===== config.mk =====
export PLATFORM = sky130hd
export DESIGN_NAME = tbp_top
export DESIGN_NICKNAME = d
export VERILOG_FILES = /design/src/rtl/tbp_pkg.sv /design/src/rtl/tbp_pin_sync.sv /design/src/rtl/tbp_div.sv /design/src/rtl/tbp_counter.sv /design/src/rtl/tbp_top.sv
export SDC_FILE = /design/constraint.sdc
export NUM_CORES = 1
export LEC_CHECK = 0
export BUFFER_PORTS_ARGS = -buffer_cell sky130_fd_sc_hd__buf_2
export CAP_MARGIN = 20
export CORE_MARGIN = 2
export CORE_UTILIZATION = 49
export CTS_BUF_LIST = sky130_fd_sc_hd__clkbuf_4 sky130_fd_sc_hd__clkbuf_8
export DETAILED_ROUTE_END_ITERATION = 8
export GPL_ROUTABILITY_DRIVEN = 0
export PLACE_DENSITY = 0.72
export SYNTH_ARGS = -nofsm -noshare
export SYNTH_HDL_FRONTEND = slang
export SYNTH_SLANG_ARGS = --single-unit

===== constraint.sdc =====
create_clock -name clk -period 3.2 [get_ports clk]
set_input_delay 0.16 -clock clk [delete_from_list [all_inputs] [get_ports clk]]
set_output_delay 0.16 -clock clk [all_outputs]
set_load 0.05 [all_outputs]

===== src/rtl/tbp_pkg.sv =====
package tbp_pkg;

    localparam int ENH_W   = 5;
    localparam int PRE_W   = ENH_W + 2;
    localparam int POST_W  = 2;
    localparam int POST_DW = 4;
    localparam int GATE_DIV = 8;

    typedef enum logic [1:0] {
        SRC_RISE  = 2'd0,
        SRC_FALL  = 2'd1,
        SRC_BOTH  = 2'd2,
        SRC_GATED = 2'd3
    } src_e;

    typedef struct packed {
        logic              bypass;
        logic              enh_en;
        logic [ENH_W-1:0]  enh_sel;
        logic              std_sel;
        logic [POST_W-1:0] post;
    } tb1_cfg_t;

    typedef struct packed {
        src_e              src;
        logic [POST_W-1:0] post;
    } tb2_cfg_t;

    // Clear every field that has no effect in the current mode, so that
    // edits to an ignored field never look like a settings change.
    function automatic tb1_cfg_t tb1_norm(tb1_cfg_t c);
        tb1_cfg_t r;
        r = c;
        if (c.bypass) begin
            r = '0;
            r.bypass = 1'b1;
        end else if (c.enh_en) begin
            r.std_sel = 1'b0;
        end else begin
            r.enh_sel = '0;
        end
        return r;
    endfunction

    function automatic logic [PRE_W-1:0] tb1_pre(tb1_cfg_t c);
        logic [PRE_W-1:0] r;
        if (c.bypass)
            r = PRE_W'(2);
        else if (c.enh_en)
            r = {1'b0, c.enh_sel, 1'b0} + PRE_W'(2);
        else if (c.std_sel)
            r = PRE_W'(32);
        else
            r = PRE_W'(4);
        return r;
    endfunction

    function automatic logic [POST_DW-1:0] post_div(logic [POST_W-1:0] s);
        return POST_DW'(1) << s;
    endfunction

endpackage


===== src/rtl/tbp_pin_sync.sv =====
module tbp_pin_sync #(
    parameter int STAGES = 2
) (
    input  logic clk,
    input  logic rst,
    input  logic pin,
    output logic lvl,
    output logic rise,
    output logic fall
);
    logic [STAGES-1:0] chain;
    logic              prev;

    genvar g;
    generate
        for (g = 0; g < STAGES; g++) begin : g_stage
            if (g == 0) begin : g_first
                always_ff @(posedge clk) begin
                    if (rst) chain[0] <= 1'b0;
                    else     chain[0] <= pin;
                end
            end else begin : g_next
                always_ff @(posedge clk) begin
                    if (rst) chain[g] <= 1'b0;
                    else     chain[g] <= chain[g-1];
                end
            end
        end
    endgenerate

    always_ff @(posedge clk) begin
        if (rst) prev <= 1'b0;
        else     prev <= chain[STAGES-1];
    end

    assign lvl  = chain[STAGES-1];
    assign rise = chain[STAGES-1] & ~prev;
    assign fall = ~chain[STAGES-1] & prev;
endmodule


===== src/rtl/tbp_div.sv =====
module tbp_div #(
    parameter int W = 7
) (
    input  logic         clk,
    input  logic         rst,
    input  logic         restart,
    input  logic         tick_in,
    input  logic [W-1:0] div,
    output logic         tick_out
);
    localparam logic [W-1:0] ONE = W'(1);

    logic [W-1:0] cnt;
    logic         last;

    assign last     = (cnt == div - ONE);
    assign tick_out = tick_in & last & ~restart;

    always_ff @(posedge clk) begin
        if (rst || restart)
            cnt <= '0;
        else if (tick_in)
            cnt <= last ? '0 : cnt + ONE;
    end
endmodule


===== src/rtl/tbp_counter.sv =====
module tbp_counter #(
    parameter int W = 16
) (
    input  logic         clk,
    input  logic         rst,
    input  logic         inc,
    output logic [W-1:0] count
);
    always_ff @(posedge clk) begin
        if (rst)      count <= '0;
        else if (inc) count <= count + W'(1);
    end
endmodule


===== src/rtl/tbp_top.sv =====
module tbp_top
    import tbp_pkg::*;
#(
    parameter int CNT_W       = 16,
    parameter int SYNC_STAGES = 2
) (
    input  logic             clk,
    input  logic             rst,
    input  logic             ext_pin,
    input  logic             tb1_bypass,
    input  logic             tb1_enh_en,
    input  logic [4:0]       tb1_enh_sel,
    input  logic             tb1_std_sel,
    input  logic [1:0]       tb1_post_sel,
    input  logic [1:0]       tb2_src,
    input  logic [1:0]       tb2_post_sel,
    output logic             tb1_inc,
    output logic             tb2_inc,
    output logic [CNT_W-1:0] tb1_count,
    output logic [CNT_W-1:0] tb2_count
);
    localparam int NTB = 2;

    // ---------------- timebase one ----------------
    tb1_cfg_t         c1_raw, c1, c1_q;
    logic             restart1;
    logic [PRE_W-1:0] pre1;
    logic [POST_DW-1:0] post1;
    logic             pre1_tick;

    always_comb begin
        c1_raw.bypass  = tb1_bypass;
        c1_raw.enh_en  = tb1_enh_en;
        c1_raw.enh_sel = tb1_enh_sel;
        c1_raw.std_sel = tb1_std_sel;
        c1_raw.post    = tb1_post_sel;
        c1    = tb1_norm(c1_raw);
        pre1  = tb1_pre(c1);
        post1 = c1.bypass ? POST_DW'(1) : post_div(c1.post);
    end

    always_ff @(posedge clk) begin
        c1_q <= c1;
    end

    assign restart1 = !rst && (c1 != c1_q);

    tbp_div #(.W(PRE_W)) u_pre1 (
        .clk(clk), .rst(rst), .restart(restart1),
        .tick_in(1'b1), .div(pre1), .tick_out(pre1_tick)
    );

    tbp_div #(.W(POST_DW)) u_post1 (
        .clk(clk), .rst(rst), .restart(restart1),
        .tick_in(pre1_tick), .div(post1), .tick_out(tb1_inc)
    );

    // ---------------- timebase two ----------------
    tb2_cfg_t           c2, c2_q;
    logic               restart2;
    logic               pin_lvl, pin_rise, pin_fall;
    logic               src_tick, gate_tick;
    logic [POST_DW-1:0] gate_div, post2;

    tbp_pin_sync #(.STAGES(SYNC_STAGES)) u_sync (
        .clk(clk), .rst(rst), .pin(ext_pin),
        .lvl(pin_lvl), .rise(pin_rise), .fall(pin_fall)
    );

    always_comb begin
        c2.src  = src_e'(tb2_src);
        c2.post = tb2_post_sel;
        unique case (c2.src)
            SRC_RISE:  src_tick = pin_rise;
            SRC_FALL:  src_tick = pin_fall;
            SRC_BOTH:  src_tick = pin_rise | pin_fall;
            default:   src_tick = pin_lvl;
        endcase
        gate_div = (c2.src == SRC_GATED) ? POST_DW'(GATE_DIV) : POST_DW'(1);
        post2    = post_div(c2.post);
    end

    always_ff @(posedge clk) begin
        c2_q <= c2;
    end

    assign restart2 = !rst && (c2 != c2_q);

    tbp_div #(.W(POST_DW)) u_gate2 (
        .clk(clk), .rst(rst), .restart(restart2),
        .tick_in(src_tick), .div(gate_div), .tick_out(gate_tick)
    );

    tbp_div #(.W(POST_DW)) u_post2 (
        .clk(clk), .rst(rst), .restart(restart2),
        .tick_in(gate_tick), .div(post2), .tick_out(tb2_inc)
    );

    // ---------------- counters ----------------
    logic [NTB-1:0]   inc_v;
    logic [CNT_W-1:0] cnt_v [NTB];

    assign inc_v = {tb2_inc, tb1_inc};

    genvar t;
    generate
        for (t = 0; t < NTB; t++) begin : g_cnt
            tbp_counter #(.W(CNT_W)) u_cnt (
                .clk(clk), .rst(rst), .inc(inc_v[t]), .count(cnt_v[t])
            );
        end
    endgenerate

    assign tb1_count = cnt_v[0];
    assign tb2_count = cnt_v[1];
endmodule


== Word-level counts from Yosys, hierarchy flattened ==
Cells that the tools add are included.
Storage, ports and cells
  input port bits: 17
  register bits: 68
  output and inout port bits: 34
Cells by class
  $add $sub $neg: 11
  bitwise logic cells: 14
  multiplexer cells: 14
  shifts and indexed selects: 2
  equal/unequal tests: 9
  reduce and logical (&&, ||, !) cells: 7
Operator list (count)
  16-bit by 1-bit adder with 16-bit output (second input constant): 2
  4-bit two-way mux: 5
  7-bit two-way mux: 2
  4-bit by 1-bit adder with 4-bit output (second input constant): 3
  4-bit equality test: 3
  6-bit two-way mux: 2
  4-bit by 1-bit subtractor with 4-bit output (second input constant): 3
  10-bit inequality test: 1
  1-bit AND: 9
  1-bit by 2-bit left shift with 4-bit output (first input constant): 2
  6-bit by 2-bit adder with 7-bit output (second input constant): 1
  7-bit by 1-bit adder with 7-bit output (second input constant): 1
  7-bit equality test: 1
  7-bit by 1-bit subtractor with 7-bit output (second input constant): 1
  5-bit two-way mux: 1
  2-bit equality test (second input constant): 2
  2-bit two-way mux: 2
  4-bit inequality test: 1
  1-bit NOT: 4
  1-bit case mux with 3 select lines: 1
  2-bit by 1-bit equality test with 1-bit output (second input constant): 1
  1-bit logical AND: 2
  2-bit zero test: 1
  1-bit logical OR: 2
  other kinds (4): 4

== Longest topological paths before layout ==
Gate-level depths: netlist of run 1.
  word-level depth: 10
  gate-level depth with buffers: 17
  depth with buffers taken out: 14

== Hierarchy ==
From an unflattened synthesis of run 1, not the netlist that was laid out.
Second synthesis, totals
  cells, all modules: 413
  area total of the unflattened synthesis: 3758.6 um2
By module, submodules not included
  tbp_counter: cells an instance 83, area each 757.0 um2, times used 2, sequential area each 320.3 um2
  tbp_div at u_gate2 ...: cells an instance 28, area each 274.0 um2, times used 3, sequential area each 80.1 um2
  tbp_top: cells an instance 95, area each 799.5 um2, times used 1, sequential area each 280.3 um2
  tbp_div at u_pre1: cells an instance 60, area each 531.8 um2, times used 1, sequential area each 140.1 um2
  tbp_pin_sync: cells an instance 8, area each 91.3 um2, times used 1, sequential area each 60.1 um2

== Worst setup path after synthesis of run 1 ==
Ideal clock, no wire load.
  path type: input -> register
  from: in tb1_enh_en
  to: reg g_cnt[0].u_cnt.count[12]
  slack: 0.169 ns
  stages: 17
  library setup time: 0.123 ns
  data arrival time: 2.907 ns
  cell sequence: buf_4 nand2b_4 buf_6 inv_2 and2_1 ha_1 inv_1 a21oi_1 nand2_1 ha_1 o21ai_1 xnor2_1 nor4b_1 nor2_1 buf_2 nor4_1 mux2_1
RTL lines
  start: declaration: line tbp_top.sv:11  | input logic tb1_enh_en,
  end signal: assignment: line tbp_counter.sv:11  | else if (inc) count <= count + W'(1);
  end: declaration: line tbp_counter.sv:7  | output logic [W-1:0] count

==> results of run 1 <==
report_power, final:
| part | switching [mW] | total (mW) | internal, mW | leakage [nW] |
|---|---|---|---|---|
| clock network | 0.322 | 0.638 | 0.316 | 0.0872 |
| registers | 0.00574 | 0.862 | 0.856 | 0.552 |
| logic | 0.0995 | 0.169 | 0.0694 | 1.09 |
synthesized netlist by cell type (2+ instances only):
library cell	n	area (sq um)
sky130_fd_sc_hd__o2111ai_1	2	17.5
sky130_fd_sc_hd__clkbuf_1	10	37.5
sky130_fd_sc_hd__dfxtp_1	68	1360
sky130_fd_sc_hd__or3_1	3	18.8
sky130_fd_sc_hd__and2_1	6	37.5
sky130_fd_sc_hd__nand2_1	17	63.8
sky130_fd_sc_hd__nor2b_1	16	100
sky130_fd_sc_hd__ha_1	10	125
sky130_fd_sc_hd__buf_6	2	22.5
sky130_fd_sc_hd__nand2b_4	2	27.5
sky130_fd_sc_hd__nor4_1	8	50.1
sky130_fd_sc_hd__nor2_1	55	206
sky130_fd_sc_hd__and4_1	2	17.5
sky130_fd_sc_hd__nand4_1	18	113
sky130_fd_sc_hd__buf_2	4	20.0
sky130_fd_sc_hd__o21ai_0	3	15.0
sky130_fd_sc_hd__and3_1	13	81.3
sky130_fd_sc_hd__mux2i_1	4	40.0
sky130_fd_sc_hd__mux2_1	12	135
sky130_fd_sc_hd__or4_1	6	45.0
sky130_fd_sc_hd__a31o_2	2	17.5
sky130_fd_sc_hd__nand2b_1	3	18.8
sky130_fd_sc_hd__o21ai_1	4	20.0
sky130_fd_sc_hd__nor3b_1	2	15.0
sky130_fd_sc_hd__a21oi_1	14	70.1
sky130_fd_sc_hd__xnor2_1	23	201
sky130_fd_sc_hd__nor4bb_1	2	20.0
sky130_fd_sc_hd__inv_1	11	41.3
sky130_fd_sc_hd__nand3_1	15	75.1
sky130_fd_sc_hd__a31oi_1	3	18.8
sky130_fd_sc_hd__xor2_1	23	201
sky130_fd_sc_hd__o31ai_1	6	45.0
sky130_fd_sc_hd__o22ai_1	2	12.5
sky130_fd_sc_hd__o21a_1	2	15.0
sky130_fd_sc_hd__nor3_1	11	55.1
cells in the final DEF, fill, tap and decap left out, types with 14 or more instances in the layout:
| master | Yosys | routed |
|---|---|---|
| sky130_fd_sc_hd__nand3_1 | 15 | 15 |
| sky130_fd_sc_hd__nand2_1 | 17 | 17 |
| sky130_fd_sc_hd__nor2_1 | 55 | 55 |
| sky130_fd_sc_hd__nand4_1 | 18 | 18 |
| sky130_fd_sc_hd__nor2b_1 | 16 | 16 |
| sky130_fd_sc_hd__xnor2_1 | 23 | 23 |
| sky130_fd_sc_hd__buf_2 | 4 | 50 |
| sky130_fd_sc_hd__xor2_1 | 23 | 23 |
| sky130_fd_sc_hd__dfxtp_1 | 68 | 68 |
| sky130_fd_sc_hd__a21oi_1 | 14 | 14 |
what timing repair did:
item                                    CTS  global route
endpoints found under the setup margin    0             0
buffers inserted                          0             0
hold buffers                              4             0
endpoints found under the hold margin     4             0
area by class of cell:
class / count / area [sq um]
clock buffers: 11 / 151
inverters: 12 / 45.0
clock inverters: 4 / 25.0
fillers: 659 / 2980
well taps: 99 / 124
repair buffers: 66 / 393
flip-flops and latches: 68 / 1360
multi-input cells: 316 / 2180
worst max-delay path by stage:
stage	from	end	slack (ns)
after CTS	tb1_bypass	tb1_inc	0.19
after detailed placement	tb1_bypass	g_cnt[0].u_cnt.count[8]	0.04
after floorplan	tb1_enh_en	g_cnt[0].u_cnt.count[12]	0.17
after global routing	tb1_bypass	tb1_inc	0.04
final	tb1_bypass	tb1_inc	0.18
after global placement	tb1_bypass	g_cnt[0].u_cnt.count[8]	0.13
cells by family (layout without fill, tap and decap cells):
| logic type | Yosys count | count (layout) | synth area share (%) |
|---|---|---|---|
| flops | 68 | 68 | 37.1 |
| simple gates | 187 | 187 | 28.0 |
| compound gates | 55 | 55 | 10.9 |
| xor+xnor | 47 | 47 | 11.6 |
| fa+ha+maj | 10 | 10 | 3.41 |
| mux | 17 | 17 | 5.39 |
| buf+inv | 29 | 93 | 3.61 |
per-layer routing:
layer | track usage, % | up-vias | share of wire [%]
met5 | 0 | - | 0
met4 | 6.41 | 0 | 0.95
met3 | 5.18 | 7 | 6.2
met2 | 30.0 | 82 | 46
met1 | 28.0 | 1488 | 47
li1 | - | 1604 | -
metrics by stage:
stage | worst slack, ns | cell area (sq um) | hold slack (ns) | util, % | std cells
2_1_floorplan | 0.169 | 3670 | 0.188 | - | 413
4_1_cts | 0.193 | 4280 | 0.0293 | 58.9 | 576
3_5_place_dp | 0.0435 | 4060 | 0.326 | 56.0 | 557
6_report | 0.182 | 4280 | 0.0328 | 58.9 | 576
5_1_grt | 0.0417 | 4280 | 0.0756 | 58.9 | 576
3_3_place_gp | 0.126 | 4060 | 0.323 | 56.0 | 557
state kept, by name, summed over array words and instances, names as in the netlist:
| name | cells |
|---|---|
| u_post2.cnt | 4 |
| u_gate2.cnt | 4 |
| u_sync.lvl | 1 |
| u_sync.chain | 1 |
| u_pre1.cnt | 7 |
| c2_q | 4 |
| c1_q | 10 |
| u_sync.prev | 1 |
| g_cnt.u_cnt.count | 32 |
| u_post1.cnt | 4 |
worst max-delay path, stage by stage:
cell and delay [ns]:
sky130_fd_sc_hd__buf_2 0.09, sky130_fd_sc_hd__nand2b_4 0.14, sky130_fd_sc_hd__inv_2 0.04, sky130_fd_sc_hd__and2_1 0.16, sky130_fd_sc_hd__ha_1 0.29, sky130_fd_sc_hd__inv_1 0.04, sky130_fd_sc_hd__a21oi_1 0.13, sky130_fd_sc_hd__nand2_1 0.07
sky130_fd_sc_hd__ha_1 0.21, sky130_fd_sc_hd__o21ai_1 0.16, sky130_fd_sc_hd__xnor2_1 0.11, sky130_fd_sc_hd__nor4b_1 0.43, sky130_fd_sc_hd__buf_4 0.19, sky130_fd_sc_hd__o2111a_1 0.21, sky130_fd_sc_hd__o21a_1 0.17, sky130_fd_sc_hd__buf_2 0.27
==> insert_results.sql, run 1 <==
INSERT INTO impl_metrics (metric_group, metric, value, unit) VALUES
('sta', 'fmaxAchievable', '331', 'MHz'),
('sta', 'fin_setup_tns', '0', 'ns'),
('logic_synthesis', 'synthesis.nets', '440', ''),
('global_route', 'first_global_vias', '2934', ''),
('logic_synthesis', 'synth-edff-count', '0', ''),
('worst_hold_path', 'worstHoldStart', 'ext_pin', ''),
('sta', 'finClkSkew', '0.00899', 'ns'),
('critical_path', 'worstSetupEndpointType', 'primary output', ''),
('worst_hold_path', 'holdPathEnd', 'u_sync.chain[0]', ''),
('worst_hold_path', 'worst_hold_path.num_cells', '2', ''),
('global_route', 'antenna_violations_before_repair', '0', ''),
('critical_path', 'worstPathMaxFanout', '5', ''),
('global_route', 'grt_pass1_wl', '13600', 'um'),
('critical_path', 'regToRegStartpoint', 'u_sync.lvl', ''),
('sta', 'fin_crit_sh', '94.3', '%'),
('drt', 'routedWlPerCell', '13.5', 'um'),
('drt', 'drt-pass1-iter-count', '4', ''),
('drt', 'drc', '0', ''),
('job', 'cap_violations', '0', ''),
('layout', 'nNetsFinal', '500', ''),
('logic_synthesis', 'synth.cell_area', '3670', 'sq um'),
('power', 'fin_total_pwr', '1.67', 'mW'),
('sta', 'worstMarginPinSlew', '0.577', 'ns'),
('clock_network', 'clk_latency', '0.34', 'ns'),
('floorplan', 'floorplan.core_area', '7250', 'sq um'),
('critical_path', 'critical_path.startpoint_type', 'input pin', ''),
('drt', 'drt_first_iter_violations', '111', ''),
('global_route', 'grt_util_all_layers', '20.0', '%'),
('critical_path', 'critical_path.reg2reg.endpoint', 'g_cnt[1].u_cnt.count[14]', ''),
('layout', 'drive_gt1_share', '18.9', '%'),
('layout', 'layout-area-overhead-vs-synth', '16.5', '%'),
('clock_network', 'cts.repair.resized', '0', ''),
('clock_network', 'clockRootBuffer', 'sky130_fd_sc_hd__clkbuf_8', ''),
('logic_synthesis', 'ys_seq_elements', '68', ''),
('critical_path', 'path_class', 'in -> out', ''),
('logic_synthesis', 'synthCells', '413', ''),
('sta', 'finalSetupViolations', '0', ''),
('drt', 'finalWirelength', '7770', 'um'),
('floorplan', 'ioPinCount', '51', ''),
('global_route', 'grt-ovfl-total', '0', ''),
('logic_synthesis', 'synth_flop_cell', 'sky130_fd_sc_hd__dfxtp_1', ''),
('logic_synthesis', 'async_reset_ff_share', '0', '%'),
('critical_path', 'crit_arrival', '2.86', 'ns'),
('clock_network', 'cts.sink_count', '68', ''),
('logic_synthesis', 'yosys_warning_count', '0', ''),
('clock_network', 'cts_tree', 'yes', ''),
('outcome', 'outcome', 'finished clean', ''),
('clock_network', 'numCtsBuffers', '9', ''),
('power', 'power_per_cell_area', '390', 'nW/um^2'),
('floorplan', 'floorplan.initialDensity', '50.6', '%'),
('sta', 'report.final.slew_viol_count', '0', ''),
('drt', 'num_vias', '3181', ''),
('logic_synthesis', 'synth_seq_area_share', '37.1', '%'),
('sta', 'timing.final.hold_violations', '0', ''),
('drt', 'drt.antenna.violating_nets', '0', ''),
('critical_path', 'worst-r2r-cell-count', '11', ''),
('placement', 'port_buffers', '50', ''),
('power', 'static_leakage_power', '1.73', 'nW'),
('logic_synthesis', 'yosys.cell_types.count', '64', ''),
('logic_synthesis', 'avgSynthCellArea', '8.89', 'sq um'),
('critical_path', 'critPathRequiredTime', '3.04', 'ns'),
('power', 'vdd_drop_max', '0.216', 'mV'),
('sta', 'relSlewSlack', '61.3', '%'),
('placement', 'dpl.hpwl', '5680', 'um'),
('global_route', 'grt_start_max_net_pins', '45', ''),
('clock_network', 'maximum_count_of_clock_buffers_along_a_single_path', '2', ''),
('layout', 'insertedDiodeCount', '0', ''),
('sta', 'rsz0062_at_grt', 'no', ''),
('worst_hold_path', 'hold_class', 'in -> reg', ''),
('critical_path', 'worst-r2r-setup-slack', '0.72', 'ns'),
('clock_network', 'cts.htree.levels', '3', ''),
('floorplan', 'floorplan.die_area', '8200', 'sq um'),
('clock_network', 'worst_setup_hold_path_clk_slew', '0.07', 'ns'),
('floorplan', 'dieHeight', '90.5', 'um'),
('floorplan', 'die-width', '90.5', 'um'),
('floorplan', 'placementRows', '31', ''),
('drt', 'drt-vias-per-instance', '5.52', ''),
('sta', 'period_needed', '3.02', 'ns');
(Power assumes the default switching activity.)
==> run 2, diff against run 1 <==
--- a/config.mk
+++ b/config.mk
@@ -12,6 +12,7 @@
 export CTS_BUF_LIST = sky130_fd_sc_hd__clkbuf_4 sky130_fd_sc_hd__clkbuf_8
 export DETAILED_ROUTE_END_ITERATION = 8
 export GPL_ROUTABILITY_DRIVEN = 0
+export GPL_TIMING_DRIVEN = 0
 export PLACE_DENSITY = 0.72
 export SYNTH_ARGS = -nofsm -noshare
 export SYNTH_HDL_FRONTEND = slang
==> run 2 against run 1 <==
Cell count increased by 1.0%. Sequential power about the same. Design area increased by 2.0%. Critical path depth unchanged. Sequential share of layout area decreased by 0.62 points. Via count increased by 3.7%. Die area unchanged. Register-to-register slack got worse by 0.16 ns. Worst hold slack got worse by 0.0053 ns. Total power increased by 1.1%. Largest cell class unchanged.
==> insert_results.sql, run 2 (synthesis gave the netlist of run 1 again) <==
INSERT INTO impl_metrics (metric_group, metric, value, unit) VALUES
('outcome', 'outcome', 'finished clean', ''),
('clock_network', 'maximum_count_of_clock_buffers_along_a_single_path', '2', ''),
('power', 'vdd_drop_max', '0.296', 'mV'),
('floorplan', 'dieHeight', '90.5', 'um'),
('critical_path', 'critical_path.startpoint_type', 'input pin', ''),
('global_route', 'antenna_violations_before_repair', '0', ''),
('global_route', 'grt-ovfl-total', '0', ''),
('layout', 'drive_gt1_share', '19.3', '%'),
('critical_path', 'crit_path_top_delay_cell', 'sky130_fd_sc_hd__a32oi_2', ''),
('sta', 'finClkSkew', '0.0102', 'ns'),
('placement', 'placement.setup.worst_slack', '-0.424', 'ns'),
('layout', 'registers.top_by_ff_count', 'g_cnt.u_cnt.count', ''),
('power', 'power_per_cell_area', '387', 'nW/um^2'),
('sta', 'rsz0062_at_grt', 'yes', ''),
('job', 'cap_violations', '0', ''),
('sta', 'relSlewSlack', '60.4', '%'),
('clock_network', 'clockRootBuffer', 'sky130_fd_sc_hd__clkbuf_8', ''),
('global_route', 'grt_util_all_layers', '20.9', '%'),
('critical_path', 'cp_cell_sequence', 'clkbuf_4 -> nand2b_4 -> buf_6 -> inv_2 -> and2_1 -> ha_1 -> inv_1 -> a21oi_1 -> nand2_1 -> ha_1 -> a21boi_1 -> and2_2 -> nand3_1 -> a32oi_2 -> o21a_1 -> clkbuf_4', ''),
('floorplan', 'die-width', '90.5', 'um'),
('layout', 'layout.cells.most_common', 'sky130_fd_sc_hd__dfxtp_1', ''),
('worst_hold_path', 'hold_class', 'in -> reg', ''),
('layout', 'finalCoreUtilization', '60.1', '%'),
('layout', 'insertedDiodeCount', '0', ''),
('sta', 'setup_ws', '0.103', 'ns'),
('critical_path', 'crit_arrival', '2.94', 'ns'),
('critical_path', 'worstSetupEndpointType', 'primary output', ''),
('global_route', 'use_met1', '26.8', '%'),
('global_route', 'first_global_vias', '3005', ''),
('global_route', 'grt_pass1_wl', '13900', 'um'),
('drt', 'routedWlPerCell', '14.5', 'um'),
('layout', 'regs_by_ff_count', 'g_cnt.u_cnt.count x32, c1_q x10, u_pre1.cnt x7', ''),
('sta', 'worstMarginPinSlew', '0.594', 'ns'),
('drt', 'num_vias', '3298', ''),
('sta', 'fmaxAchievable', '323', 'MHz'),
('placement', 'dpl.hpwl', '5930', 'um'),
('clock_network', 'clk_latency', '0.35', 'ns'),
('drt', 'drt-vias-per-instance', '5.67', ''),
('drt', 'finalWirelength', '8430', 'um'),
('drt', 'drc', '0', ''),
('layout', 'layout-area-overhead-vs-synth', '18.8', '%'),
('critical_path', 'worstPathMaxFanout', '10', ''),
('drt', 'drt.antenna.violating_nets', '0', ''),
('clock_network', 'cts.htree.levels', '3', ''),
('floorplan', 'floorplan.core_area', '7250', 'sq um'),
('sta', 'finalSetupViolations', '0', ''),
('drt', 'drt-pass1-iter-count', '4', ''),
('floorplan', 'floorplan.die_area', '8200', 'sq um'),
('sta', 'timing.final.hold_violations', '0', ''),
('sta', 'period_needed', '3.10', 'ns'),
('global_route', 'gr-max-usage-layer', 'met2', ''),
('clock_network', 'cts_tree', 'yes', ''),
('critical_path', 'critPathRequiredTime', '3.04', 'ns'),
('layout', 'largest_reg_flops', '32', ''),
('global_route', 'grt_start_max_net_pins', '14', ''),
('sta', 'fin_crit_sh', '96.8', '%'),
('floorplan', 'placementRows', '31', ''),
('sta', 'fin_worst_hold_slack', '0.0275', 'ns'),
('critical_path', 'cpPeakStageDelay', '0.31', 'ns'),
('drt', 'drt_first_iter_violations', '82', ''),
('global_route', 'grt_util_met2', '33.5', '%'),
('floorplan', 'ioPinCount', '51', ''),
('clock_network', 'numCtsBuffers', '9', ''),
('placement', 'port_buffers', '48', ''),
('global_route', 'met3_global_route_usage', '6.59', '%'),
('floorplan', 'floorplan.initialDensity', '50.6', '%'),
('layout', 'nNetsFinal', '505', ''),
('power', 'static_leakage_power', '1.73', 'nW'),
('critical_path', 'path_class', 'in -> out', ''),
('sta', 'report.final.slew_viol_count', '0', ''),
('clock_network', 'worst_setup_hold_path_clk_slew', '0.08', 'ns'),
('clock_network', 'cts.sink_count', '68', ''),
('layout', 'layout.cells.most_common_list', 'sky130_fd_sc_hd__dfxtp_1 (68), sky130_fd_sc_hd__nor2_1 (55), sky130_fd_sc_hd__buf_2 (49), sky130_fd_sc_hd__xnor2_1 (23), sky130_fd_sc_hd__xor2_1 (22)', '');
run 2: worst max-delay path, delay by kind of cell:
family | cells | cell delay, ns
AOI/OAI and AO/OA | 4 | 0.81
adders and majority gates | 2 | 0.50
buffers and inverters | 5 | 0.69
and+or+nand+nor | 5 | 0.76
run 2: metal layers:
layer  share of wire (%)  up-vias
li1                    -     1610
met1                  44     1583
met2                  48       90
met3                 6.4       15
met4                 1.8        0
met5                   0        -
run 2: power by group:
part | internal [mW] | switching, mW | leakage, nW
combinational | 0.0704 | 0.113 | 1.10
clock | 0.283 | 0.359 | 0.0820
sequential | 0.856 | 0.00575 | 0.552
total | 1.21 | 0.477 | 1.73
run 2: final timing paths:
check        cells after the start  slack [ns]             from                      end
max                             16        0.10       tb1_bypass                  tb1_inc
min                              1        0.03       tb1_bypass                  c1_q[9]
max reg2reg                     10        0.56       u_sync.lvl  g_cnt[1].u_cnt.count[4]
min reg2reg                      1        0.45  u_sync.chain[0]               u_sync.lvl
run 2: timing repair:
action | in CTS | in global routing
pin swaps | 0 | 3
endpoints found under the setup margin | 7 | 22
resized for setup | 3 | 14
hold buffers | 4 | 0
endpoints found under the hold margin | 4 | 0
setup buffers | 0 | 2
run 2: cell type report:
cell class                 instances  area (sq um)
buffer                            17          90.1
clock buffer                       9           124
clock inverter                     7          50.0
fill                             674          2890
inverter                          12          45.0
multi-input combinational        316          2270
sequential                        68          1360
tap                               99           124
timing repair buffer              54           300
run 2: metrics by stage:
step | cells | TNS (ns) | power [mW] | area [sq um]
floorplan | 413 | 0 | 0.999 | 3670
global placement | 560 | -5.79 | 1.04 | 4030
detailed placement | 560 | -7.43 | 1.05 | 4030
CTS | 580 | 0 | 1.70 | 4270
global route | 582 | -0.107 | 1.76 | 4360
finish | 582 | 0 | 1.69 | 4360
==> run 3, diff against run 2 <==
==> constraint.sdc (replaced) <==
create_clock -name clk -period 3.2 [get_ports clk]
set_input_delay 0.16 -clock clk [delete_from_list [all_inputs] [get_ports clk]]
set_output_delay 0.16 -clock clk [all_outputs]
set_load 0.1 [all_outputs]
==> run 3 against run 2 <==
Design area grew 0.77%. Register-to-register slack gained 0.05 ns. Clock skew grew 0.0016 ns. Critical endpoint unchanged. Largest cell class unchanged. Highest routed layer unchanged.
==> insert_results.sql, run 3 (synthesis gave the netlist of run 1 again) <==
INSERT INTO impl_metrics (metric_group, metric, value, unit) VALUES
('worst_hold_path', 'hold_class', 'in -> reg', ''),
('placement', 'placement.setup.worst_slack', '-0.424', 'ns'),
('drt', 'drt.antenna.violating_nets', '0', ''),
('floorplan', 'ioPinCount', '51', ''),
('critical_path', 'crit_arrival', '2.95', 'ns'),
('drt', 'drt-pass1-iter-count', '4', ''),
('sta', 'finClkSkew', '0.0119', 'ns'),
('sta', 'fin_crit_sh', '97.1', '%'),
('layout', 'registers.top_by_ff_count', 'g_cnt.u_cnt.count', ''),
('clock_network', 'clk_latency', '0.36', 'ns'),
('floorplan', 'dieHeight', '90.5', 'um'),
('critical_path', 'critPathRequiredTime', '3.04', 'ns'),
('sta', 'report.final.slew_viol_count', '0', ''),
('power', 'share_of_total_power_in_combinational_logic', '10.9', '%'),
('sta', 'relSlewSlack', '59.8', '%'),
('floorplan', 'placementRows', '31', ''),
('clock_network', 'numCtsBuffers', '9', ''),
('job', 'cap_violations', '0', ''),
('global_route', 'grt_util_all_layers', '21.0', '%'),
('layout', 'layout.cells.most_common', 'sky130_fd_sc_hd__dfxtp_1', ''),
('critical_path', 'cpPeakStageDelay', '0.31', 'ns'),
('outcome', 'outcome', 'finished clean', ''),
('sta', 'finalSetupViolations', '0', ''),
('power', 'clockPowerShare', '38.1', '%'),
('sta', 'period_needed', '3.11', 'ns'),
('floorplan', 'floorplan.initialDensity', '50.6', '%'),
('clock_network', 'cts_tree', 'yes', ''),
('drt', 'finalWirelength', '8470', 'um'),
('global_route', 'first_global_vias', '3010', ''),
('critical_path', 'crit_path_top_delay_cell', 'sky130_fd_sc_hd__a32oi_2', ''),
('critical_path', 'worstSetupEndpointType', 'primary output', ''),
('critical_path', 'critPathTopFamily', 'compound AO/OA/AOI/OAI gates', ''),
('layout', 'largest_reg_flops', '32', ''),
('power', 'power_per_cell_area', '385', 'nW/um^2'),
('placement', 'placed_area', '4030', 'sq um'),
('layout', 'final-seq-area', '1360', 'sq um'),
('layout', 'insertedDiodeCount', '0', ''),
('critical_path', 'critical_path.startpoint_type', 'input pin', ''),
('clock_network', 'clockRootBuffer', 'sky130_fd_sc_hd__clkbuf_8', ''),
('critical_path', 'path_class', 'in -> out', ''),
('sta', 'rsz0062_at_grt', 'yes', ''),
('global_route', 'grt_start_max_net_pins', '14', ''),
('layout', 'layout.cells.most_common_list', 'sky130_fd_sc_hd__dfxtp_1 (68), sky130_fd_sc_hd__nor2_1 (55), sky130_fd_sc_hd__buf_2 (48), sky130_fd_sc_hd__xnor2_1 (23), sky130_fd_sc_hd__xor2_1 (22)', ''),
('power', 'fin_total_pwr', '1.69', 'mW'),
('global_route', 'grt-ovfl-total', '0', ''),
('layout', 'multi_input_comb_area', '2270', 'sq um'),
('floorplan', 'floorplan.core_area', '7250', 'sq um'),
('sta', 'fin_worst_hold_slack', '0.0215', 'ns'),
('drt', 'drt-vias-per-instance', '5.59', ''),
('placement', 'port_buffers', '48', ''),
('drt', 'drc', '0', ''),
('sta', 'timing.final.hold_violations', '0', ''),
('global_route', 'antenna_violations_before_repair', '0', ''),
('power', 'p_switching', '481', 'uW'),
('sta', 'fmaxAchievable', '322', 'MHz'),
('power', 'p_int', '1.21', 'mW'),
('floorplan', 'die-width', '90.5', 'um'),
('critical_path', 'worstPathMaxFanout', '10', ''),
('floorplan', 'floorplan.die_area', '8200', 'sq um'),
('sta', 'setup_ws', '0.0928', 'ns'),
('drt', 'drt_first_iter_violations', '117', ''),
('placement', 'dpl.hpwl', '5930', 'um'),
('global_route', 'grt_pass1_wl', '14000', 'um'),
('layout', 'fill_cells', '670', ''),
('critical_path', 'worst-path-buf-inv', '5', ''),
('sta', 'worstMarginPinSlew', '0.603', 'ns'),
('layout', 'regs_by_ff_count', 'g_cnt.u_cnt.count x32, c1_q x10, u_pre1.cnt x7', ''),
('power', 'vdd_drop_max', '0.297', 'mV'),
('drt', 'num_vias', '3266', ''),
('power', 'seq_power_share', '51.0', '%'),
('critical_path', 'cp_most_frequent_cell', 'sky130_fd_sc_hd__ha_1', ''),
('power', 'switching_share', '28.5', '%'),
('critical_path', 'cp_cell_sequence', 'clkbuf_4 -> nand2b_4 -> buf_6 -> inv_2 -> and2_1 -> ha_1 -> inv_1 -> a21oi_1 -> nand2_1 -> ha_1 -> a21boi_1 -> and2_2 -> nand3_1 -> a32oi_2 -> o21a_1 -> buf_12', ''),
('clock_network', 'maximum_count_of_clock_buffers_along_a_single_path', '2', ''),
('clock_network', 'worst_setup_hold_path_clk_slew', '0.08', 'ns'),
('layout', 'drive_gt1_share', '20.0', '%'),
('drt', 'routedWlPerCell', '14.5', 'um'),
('power', 'static_leakage_power', '1.74', 'nW'),
('clock_network', 'cts.sink_count', '68', ''),
('clock_network', 'cts.htree.levels', '3', ''),
('layout', 'nNetsFinal', '507', ''),
('layout', 'layout-area-overhead-vs-synth', '19.7', '%'),
('layout', 'post-route-cell-area', '4390', 'sq um');
## run 3: cell count changes in the layout (fill, tap and decap cells not counted)
cell / before / now
sky130_fd_sc_hd__buf_2: 49 / 48
sky130_fd_sc_hd__nor4b_2: 0 / 1
sky130_fd_sc_hd__buf_12: 0 / 1
sky130_fd_sc_hd__clkbuf_4: 2 / 1
sky130_fd_sc_hd__nor4b_4: 2 / 1
sky130_fd_sc_hd__nor4_1: 7 / 5
sky130_fd_sc_hd__nor4_2: 1 / 3
sky130_fd_sc_hd__buf_4: 4 / 7
## run 3: per-stage QoR
| stage | cells | util (%) | TNS [ns] |
|---|---|---|---|
| finish | 584 | 60.6 | 0 |
| global route | 584 | 60.6 | -0.0752 |
| CTS | 580 | 59.0 | 0 |
| detailed placement | 560 | 55.6 | -7.60 |
| global placement | 560 | 55.6 | -5.96 |
| floorplan | 413 | - | 0 |
## run 3: layout make-up
type | count | area share [%]
Inverter | 12 | 1.03
Tap cell | 99 | 2.82
Clock inverter | 7 | 1.14
Multi-Input combinational cell | 316 | 51.7
Buffer | 17 | 2.05
Timing Repair Buffer | 56 | 7.52
Clock buffer | 9 | 2.82
Sequential cell | 68 | 31.0
## run 3: repair_timing
item / CTS / global route
cloned: 0 / 0
pin swaps: 0 / 3
endpoints found under the setup margin: 7 / 23
resized for setup: 6 / 16
setup buffers: 0 / 4
hold buffers: 4 / 0
hold endpoints to repair: 4 / 0
## run 3: per-layer routing
layer / part of all wire, % / global-route usage (%)
met2: 47 / 33.6
met5: 0 / 0
met1: 45 / 27.0
met3: 5.7 / 6.59
met4: 1.7 / 6.67
## run 3: worst paths after layout
check | cells after the start | from | to | slack [ns]
min reg2reg | 1 | u_sync.chain[0] | u_sync.lvl | 0.45
max reg2reg | 10 | u_sync.lvl | g_cnt[1].u_cnt.count[15] | 0.61
max | 16 | tb1_bypass | tb1_inc | 0.09
min | 1 | tb1_bypass | c1_q[9] | 0.02
## run 3: power by group through the flow
stage                     combinational (mW)  clock, mW  sequential, mW
after floorplan                        0.118          0           0.882
after global placement                 0.161          0           0.881
after detailed placement               0.165          0           0.882
after CTS                              0.173      0.664           0.862
after global routing                   0.203      0.699           0.863
final                                  0.184      0.645           0.862
